File: config.mk
export PLATFORM = sky130hd
export DESIGN_NAME = pcpwm_timer
export DESIGN_NICKNAME = d
export VERILOG_FILES = /design/src/rtl/pcpwm_pkg.sv /design/src/rtl/pcpwm_updown_counter.sv /design/src/rtl/pcpwm_cmp_buffer.sv /design/src/rtl/pcpwm_wave.sv /design/src/rtl/pcpwm_timer.sv
export SDC_FILE = /design/constraint.sdc
export NUM_CORES = 1
export LEC_CHECK = 0
export BUFFER_PORTS_ARGS = -buffer_cell sky130_fd_sc_hd__buf_2
export CORE_ASPECT_RATIO = 1.1
export CORE_MARGIN = 2
export CORE_UTILIZATION = 34
export CTS_CLUSTER_DIAMETER = 40
export DETAILED_ROUTE_END_ITERATION = 16
export PLACE_DENSITY_LB_ADDON = 0.1
export SLEW_MARGIN = 40
export SYNTH_ARGS = -nofsm -noshare
export SYNTH_HDL_FRONTEND = slang
export SYNTH_SLANG_ARGS = --single-unit
File: constraint.sdc
create_clock -name clk -period 7.5 [get_ports clk]
set_input_delay 0.75 -clock clk [delete_from_list [all_inputs] [get_ports clk]]
set_output_delay 0.75 -clock clk [all_outputs]
set_load 0.01 [all_outputs]
File: src/rtl/pcpwm_pkg.sv
package pcpwm_pkg;

    typedef enum logic {
        ST_UP   = 1'b0,
        ST_DOWN = 1'b1
    } cnt_state_t;

    typedef enum logic [1:0] {
        OM_OFF_A  = 2'd0,
        OM_OFF_B  = 2'd1,
        OM_NONINV = 2'd2,
        OM_INV    = 2'd3
    } out_mode_t;

endpackage

File: src/rtl/pcpwm_updown_counter.sv
module pcpwm_updown_counter
    import pcpwm_pkg::*;
#(
    parameter int W = 8
) (
    input  logic         clk,
    input  logic         rst,
    input  logic         tick,
    input  logic         ovf_clr,
    output logic [W-1:0] count_o,
    output logic [W-1:0] next_count_o,
    output logic         step_up_o,
    output logic         at_top_o,
    output logic         ovf_o
);

    localparam logic [W-1:0] CNT_TOP  = '1;
    localparam logic [W-1:0] CNT_ONE  = W'(1);
    localparam logic [W-1:0] CNT_PEAK = CNT_TOP - CNT_ONE;

    cnt_state_t   state_q, state_d;
    logic [W-1:0] count_q, count_d;
    logic         ovf_q;
    logic         bottom_hit;

    // next-state and next-count logic
    always_comb begin
        state_d    = state_q;
        count_d    = count_q;
        bottom_hit = 1'b0;
        unique case (state_q)
            ST_UP: begin
                if (tick) begin
                    count_d = count_q + CNT_ONE;
                    if (count_q == CNT_PEAK) begin
                        state_d = ST_DOWN;          // TURN_TOP
                    end
                end
            end
            ST_DOWN: begin
                if (tick) begin
                    count_d = count_q - CNT_ONE;
                    if (count_q == CNT_ONE) begin
                        state_d    = ST_UP;         // TURN_BOTTOM
                        bottom_hit = 1'b1;
                    end
                end
            end
        endcase
    end

    // state register
    always_ff @(posedge clk) begin
        if (rst) begin
            state_q <= ST_UP;
            count_q <= '0;
            ovf_q   <= 1'b0;
        end else begin
            state_q <= state_d;
            count_q <= count_d;
            if (bottom_hit) begin
                ovf_q <= 1'b1;
            end else if (ovf_clr) begin
                ovf_q <= 1'b0;
            end
        end
    end

    // outputs
    always_comb begin
        count_o      = count_q;
        next_count_o = count_d;
        step_up_o    = (state_q == ST_UP);
        at_top_o     = (count_q == CNT_TOP);
        ovf_o        = ovf_q;
    end

    AST_HOLD_NO_TICK: assert property (@(posedge clk) disable iff (rst)
        !tick |=> $stable(count_q));

    AST_STEP_ONE: assert property (@(posedge clk) disable iff (rst)
        tick |=> ((count_q == $past(count_q) + CNT_ONE) || (count_q == $past(count_q) - CNT_ONE)));

    AST_TURN_TOP: assert property (@(posedge clk) disable iff (rst)
        (tick && count_q == CNT_TOP) |=> (count_q == CNT_PEAK));

    AST_FLAG_STICKY: assert property (@(posedge clk) disable iff (rst)
        (ovf_q && !ovf_clr) |=> ovf_q);

    AST_BOTTOM_FLAG: assert property (@(posedge clk) disable iff (rst)
        (tick && count_q == CNT_ONE && state_q == ST_DOWN) |=> (ovf_q && count_q == '0));

endmodule

File: src/rtl/pcpwm_cmp_buffer.sv
module pcpwm_cmp_buffer #(
    parameter int W = 8
) (
    input  logic         clk,
    input  logic         rst,
    input  logic         wr_en,
    input  logic [W-1:0] wr_data,
    input  logic         load,
    input  logic [W-1:0] count,
    input  logic         tick,
    output logic [W-1:0] cmp_next_o,
    output logic [W-1:0] cmp_act_o
);

    localparam logic [W-1:0] CNT_TOP = '1;

    logic [W-1:0] stage_q;
    logic [W-1:0] act_q;

    always_ff @(posedge clk) begin
        if (rst) begin
            stage_q <= '0;
            act_q   <= '0;
        end else begin
            if (load) begin
                act_q <= stage_q;
            end
            if (wr_en) begin
                stage_q <= wr_data;
            end
        end
    end

    always_comb begin
        cmp_next_o = load ? stage_q : act_q;
        cmp_act_o  = act_q;
    end

    AST_LOAD_AT_TOP: assert property (@(posedge clk) disable iff (rst)
        (act_q != $past(act_q)) |-> ($past(count) == CNT_TOP && $past(tick)));

endmodule

File: src/rtl/pcpwm_wave.sv
module pcpwm_wave
    import pcpwm_pkg::*;
#(
    parameter int W = 8
) (
    input  logic         clk,
    input  logic         rst,
    input  logic         tick,
    input  logic         step_up,
    input  logic [W-1:0] count,
    input  logic [W-1:0] next_count,
    input  logic         leaving_top,
    input  logic [W-1:0] cmp_next,
    input  logic [W-1:0] cmp_act,
    input  out_mode_t    mode,
    input  logic         pin_dir,
    output logic         pwm_o,
    output logic         pin_o
);

    localparam logic [W-1:0] CMP_TOP = '1;

    logic act_q, act_d;

    // level update rules, applied only on timer ticks
    always_comb begin
        act_d = act_q;
        if (tick) begin
            if (cmp_next == '0) begin
                act_d = 1'b0;
            end else if (cmp_next == CMP_TOP) begin
                act_d = 1'b1;
            end else if (next_count == cmp_next) begin
                act_d = ~step_up;                   // up match clears, down match sets
            end else if (next_count == CMP_TOP || leaving_top) begin
                act_d = 1'b0;                       // forced up-match level at the turn
            end
        end
    end

    always_ff @(posedge clk) begin
        if (rst) begin
            act_q <= 1'b0;
        end else begin
            act_q <= act_d;
        end
    end

    // mode decode and pin gating
    always_comb begin
        unique case (mode)
            OM_OFF_A:  pwm_o = 1'b0;
            OM_OFF_B:  pwm_o = 1'b0;
            OM_NONINV: pwm_o = act_q;
            OM_INV:    pwm_o = ~act_q;
        endcase
        pin_o = pin_dir & pwm_o;
    end

    AST_ZERO_LOW: assert property (@(posedge clk) disable iff (rst)
        (cmp_act == '0) |-> !act_q);

    AST_MAX_HIGH: assert property (@(posedge clk) disable iff (rst)
        (cmp_act == CMP_TOP) |-> act_q);

    AST_TOP_UPLEVEL: assert property (@(posedge clk) disable iff (rst)
        (count == CMP_TOP && cmp_act != CMP_TOP) |-> !act_q);

endmodule

File: src/rtl/pcpwm_timer.sv
module pcpwm_timer
    import pcpwm_pkg::*;
#(
    parameter int CNT_W = 8
) (
    input  logic             clk,
    input  logic             rst,
    input  logic             tick_en,
    input  logic [1:0]       out_mode,
    input  logic             cmp_wr,
    input  logic [CNT_W-1:0] cmp_wdata,
    input  logic             pin_dir,
    input  logic             ovf_clr,
    output logic             pwm_level,
    output logic             pin_out,
    output logic [CNT_W-1:0] count,
    output logic             ovf_flag
);

    logic [CNT_W-1:0] cnt_now;
    logic [CNT_W-1:0] cnt_next;
    logic             step_up;
    logic             at_top;
    logic             cmp_load;
    logic [CNT_W-1:0] cmp_next;
    logic [CNT_W-1:0] cmp_act;
    out_mode_t        mode_e;

    assign mode_e   = out_mode_t'(out_mode);
    assign cmp_load = tick_en & at_top;
    assign count    = cnt_now;

    pcpwm_updown_counter #(.W(CNT_W)) u_counter (
        .clk          (clk),
        .rst          (rst),
        .tick         (tick_en),
        .ovf_clr      (ovf_clr),
        .count_o      (cnt_now),
        .next_count_o (cnt_next),
        .step_up_o    (step_up),
        .at_top_o     (at_top),
        .ovf_o        (ovf_flag)
    );

    pcpwm_cmp_buffer #(.W(CNT_W)) u_cmp (
        .clk        (clk),
        .rst        (rst),
        .wr_en      (cmp_wr),
        .wr_data    (cmp_wdata),
        .load       (cmp_load),
        .count      (cnt_now),
        .tick       (tick_en),
        .cmp_next_o (cmp_next),
        .cmp_act_o  (cmp_act)
    );

    pcpwm_wave #(.W(CNT_W)) u_wave (
        .clk         (clk),
        .rst         (rst),
        .tick        (tick_en),
        .step_up     (step_up),
        .count       (cnt_now),
        .next_count  (cnt_next),
        .leaving_top (at_top),
        .cmp_next    (cmp_next),
        .cmp_act     (cmp_act),
        .mode        (mode_e),
        .pin_dir     (pin_dir),
        .pwm_o       (pwm_level),
        .pin_o       (pin_out)
    );

endmodule

==> results.py <==
metrics = {
    "worst_setup_path": {
        "timing.reg2reg.setup_slack_ns": 4.26,
        "worstPathArrival_ns": 3.40,
        "worstPathRequired_ns": 7.66,
        "worst-setup-path-type": "reg2reg",
        "cp_max_fo": 12,
        "start_kind": "flip-flop",
        "ff2ff_path_depth": 8,
        "cp-end-kind": "flip-flop",
        "timing.rr.end": "u_wave.act_q",
        "worst_r2r_startpoint": "u_counter.count_o[0]",
    },
    "synthesis": {
        "synthFlopType": "dfxtp_1",
        "synth_edf_count": 0,
        "avgSynthCellArea_um2": 9.331,
        "synth_fp_nets": 184,
        "synth.most_common_cell": "nor2_1",
        "ys_seq_area_share_pct": 35.32,
        "ys_ff_latch": 27,
        "synth_top_cell_by_area": "dfxtp_1",
        "yosysTopAreaCellShare_pct": 35.32,
        "ys_warn_count": 0,
        "yosys-top-cells-count": "33 x nor2_1, 27 x dfxtp_1, 17 x mux2i_1, 9 x xnor2_1, 7 x xor2_1",
        "ys_types": 43,
        "yosys-top-cells-area": "dfxtp_1 35%, mux2i_1 11%, nor2_1 8.1%",
        "synthArstFlopShare_pct": 0,
        "syn_area_um2": 1530,
        "synthesis.instances": 164,
    },
    "cts": {
        "post-cts-setup-buffers": 0,
        "cts_tree": "done",
        "clock_latency_ns": 0.26,
        "path_clk_slew_ns": 0.08,
        "cts_resized": 0,
        "htreeDepth": 1,
        "cts_sinks": 27,
        "clockBufferDepth": 2,
        "cts_buffers": 3,
        "cts-hold-fix-buffers": 0,
        "cts_root_buf": "clkbuf_8",
    },
    "placement": {
        "place_congestion": 0.7600,
        "place_hpwl_um": 2591,
        "portBuffers": 26,
    },
    "sta": {
        "finalHoldViolations": 0,
        "finalSetupViolCount": 0,
        "rsz0062_at_grt": "false",
        "slew-limit-headroom_pct": 59.29,
        "layout_min_cycle_time_ns": 3.241,
        "worstMarginPinSlew_ns": 0.6087,
        "finalMaxSlewViolations": 0,
        "setup_tns_ns": 0,
        "min_period_over_period_pct": 43.21,
        "max_freq_mhz": 308.6,
        "clock-skew-final_ns": 0.005605,
    },
    "floorplan": {
        "die-area_um2": 5054,
        "start_util_pct": 35.45,
        "die_w_um": 67.97,
        "chipHeight_um": 74.36,
        "pin_count": 27,
        "num_rows": 25,
        "core_area_um2": 4317,
    },
    "global_routing": {
        "met2_usage_pct": 23.19,
        "gr-usage-all-layers_pct": 14.10,
        "grt_pass1_wl_um": 5457,
        "grt_antenna_before_repair": 0,
        "grt_use_met1_pct": 19.31,
        "grt_pass1_vias": 1148,
        "busiest_layer": "met2",
        "grt_max_degree": 29,
        "grt_overflow": 0,
        "grt_use_met3_pct": 1.815,
    },
    "routing": {
        "vias": 1207,
        "drt_wl_total_um": 3370,
        "drt-pass1-iter-count": 4,
        "drc_errors": 0,
        "wl_per_cell_um": 14.10,
        "dr.first_iter.drc_count": 70,
        "vias_per_cell": 5.050,
        "ant_nets": 0,
    },
    "worst_hold_path": {
        "min_to": "u_counter.ovf_o",
        "whs_path_depth": 2,
        "hp-start": "u_counter.ovf_o",
        "hold_path_class": "reg2reg",
    },
    "final_layout": {
        "fin_nets": 206,
        "areaGrowthSynthToFinish_pct": 11.61,
        "drive_above_1_share_pct": 20.54,
        "fin_util_pct": 39.57,
        "diodes": 0,
    },
    "power_and_ir_drop": {
        "p_leak_nw": 0.7373,
        "power_density_nw_per_um2": 152.6,
        "ir_drop_v": 0.00008012,
    },
    "flow_run": {
        "maxCapViolCount": 0,
    },
    "outcome": {
        "outcome": "finished clean",
    },
}
==> per-stage QoR <==
stage / power [mW] / setup WS, ns / area (um^2) / std cells / hold slack [ns]
detailed placement: 0.1848 / 4.040 / 1663 / 235 / 0.4613
global route: 0.2770 / 3.972 / 1708 / 239 / 0.5167
finish: 0.2607 / 4.259 / 1708 / 239 / 0.4677
CTS: 0.2651 / 4.220 / 1708 / 239 / 0.4754
floorplan: 0.1752 / 4.617 / 1530 / 164 / 0.4892
global placement: 0.1837 / 4.144 / 1663 / 235 / 0.4523
==> worst max-delay path by stage <==
| stage | startpoint | end | cells past startpoint |
|---|---|---|---|
| after floorplan | tick_en | u_wave.act_q | 8 |
| after detailed placement | tick_en | u_wave.act_q | 8 |
| final | u_counter.count_o[0] | u_wave.act_q | 8 |
| after CTS | u_counter.count_o[0] | u_wave.act_q | 8 |
| after global placement | tick_en | u_wave.act_q | 8 |
| after global routing | u_counter.count_o[0] | u_wave.act_q | 8 |
==> per-layer routing <==
layer	wire [um]	share of wire, %
met1	1530	45
met4	25	0.74
met2	1703	51
met3	111	3.3
met5	0	0
==> critical path, stage by stage, from the launching register on <==
cell     delay, ns
dfxtp_1       0.50
ha_1          0.28
nand3_2       0.11
nor3_4        0.54
mux2i_1       0.35
xnor3_1       0.36
or4_4         0.54
o211a_1       0.24
a211o_1       0.22
==> cell type report <==
cell class | instances | area, um^2
flip-flops and latches | 27 | 540.5
multi-input cells | 123 | 905.9
repair buffers | 26 | 130.1
well taps | 54 | 67.56
clock buffers | 4 | 45.04
fillers | 448 | 2609
inverters | 5 | 18.77
==> cells in the final DEF (no fill, tap or decap), types with 3 or more instances in the layout <==
cell type / instances
a21oi_1: 5
buf_2: 26
clkbuf_8: 3
dfxtp_1: 27
ha_1: 4
inv_1: 5
mux2i_1: 17
nand2_1: 3
nand4_1: 6
nand4b_1: 3
nor2_1: 33
nor4_1: 5
xnor2_1: 9
xor2_1: 7
==> report_power, final <==
| group | internal, mW | switching, mW | leakage, nW |
|---|---|---|---|
| sequential | 0.147 | 0.00553 | 0.219 |
| clock | 0.0379 | 0.0418 | 0.0228 |
| combinational | 0.0134 | 0.0152 | 0.495 |
| total | 0.198 | 0.0624 | 0.737 |
==> flip-flops by register name, indices dropped and copies added (netlist names) <==
signal / cells
u_counter.count_o: 8
u_wave.act_q: 1
u_counter.state_q: 1
u_cmp.cmp_act_o: 8
u_counter.ovf_o: 1
u_cmp.stage_q: 8
==> logic make-up (layout without fill, tap and decap cells) <==
| family | count (synthesis) | in the layout | share of synthesized area, % |
|---|---|---|---|
| AO/OA/AOI/OAI | 14 | 14 | 6.705 |
| XOR/XNOR | 17 | 17 | 10.63 |
| adder cells (fa/ha/maj) | 4 | 4 | 3.271 |
| buffers and inverters | 14 | 35 | 5.478 |
| flip-flops | 27 | 27 | 35.32 |
| multiplexers | 17 | 17 | 11.12 |
| AND/OR/NAND/NOR | 71 | 71 | 27.47 |
Note: power is estimated with default switching activity, not from simulation.
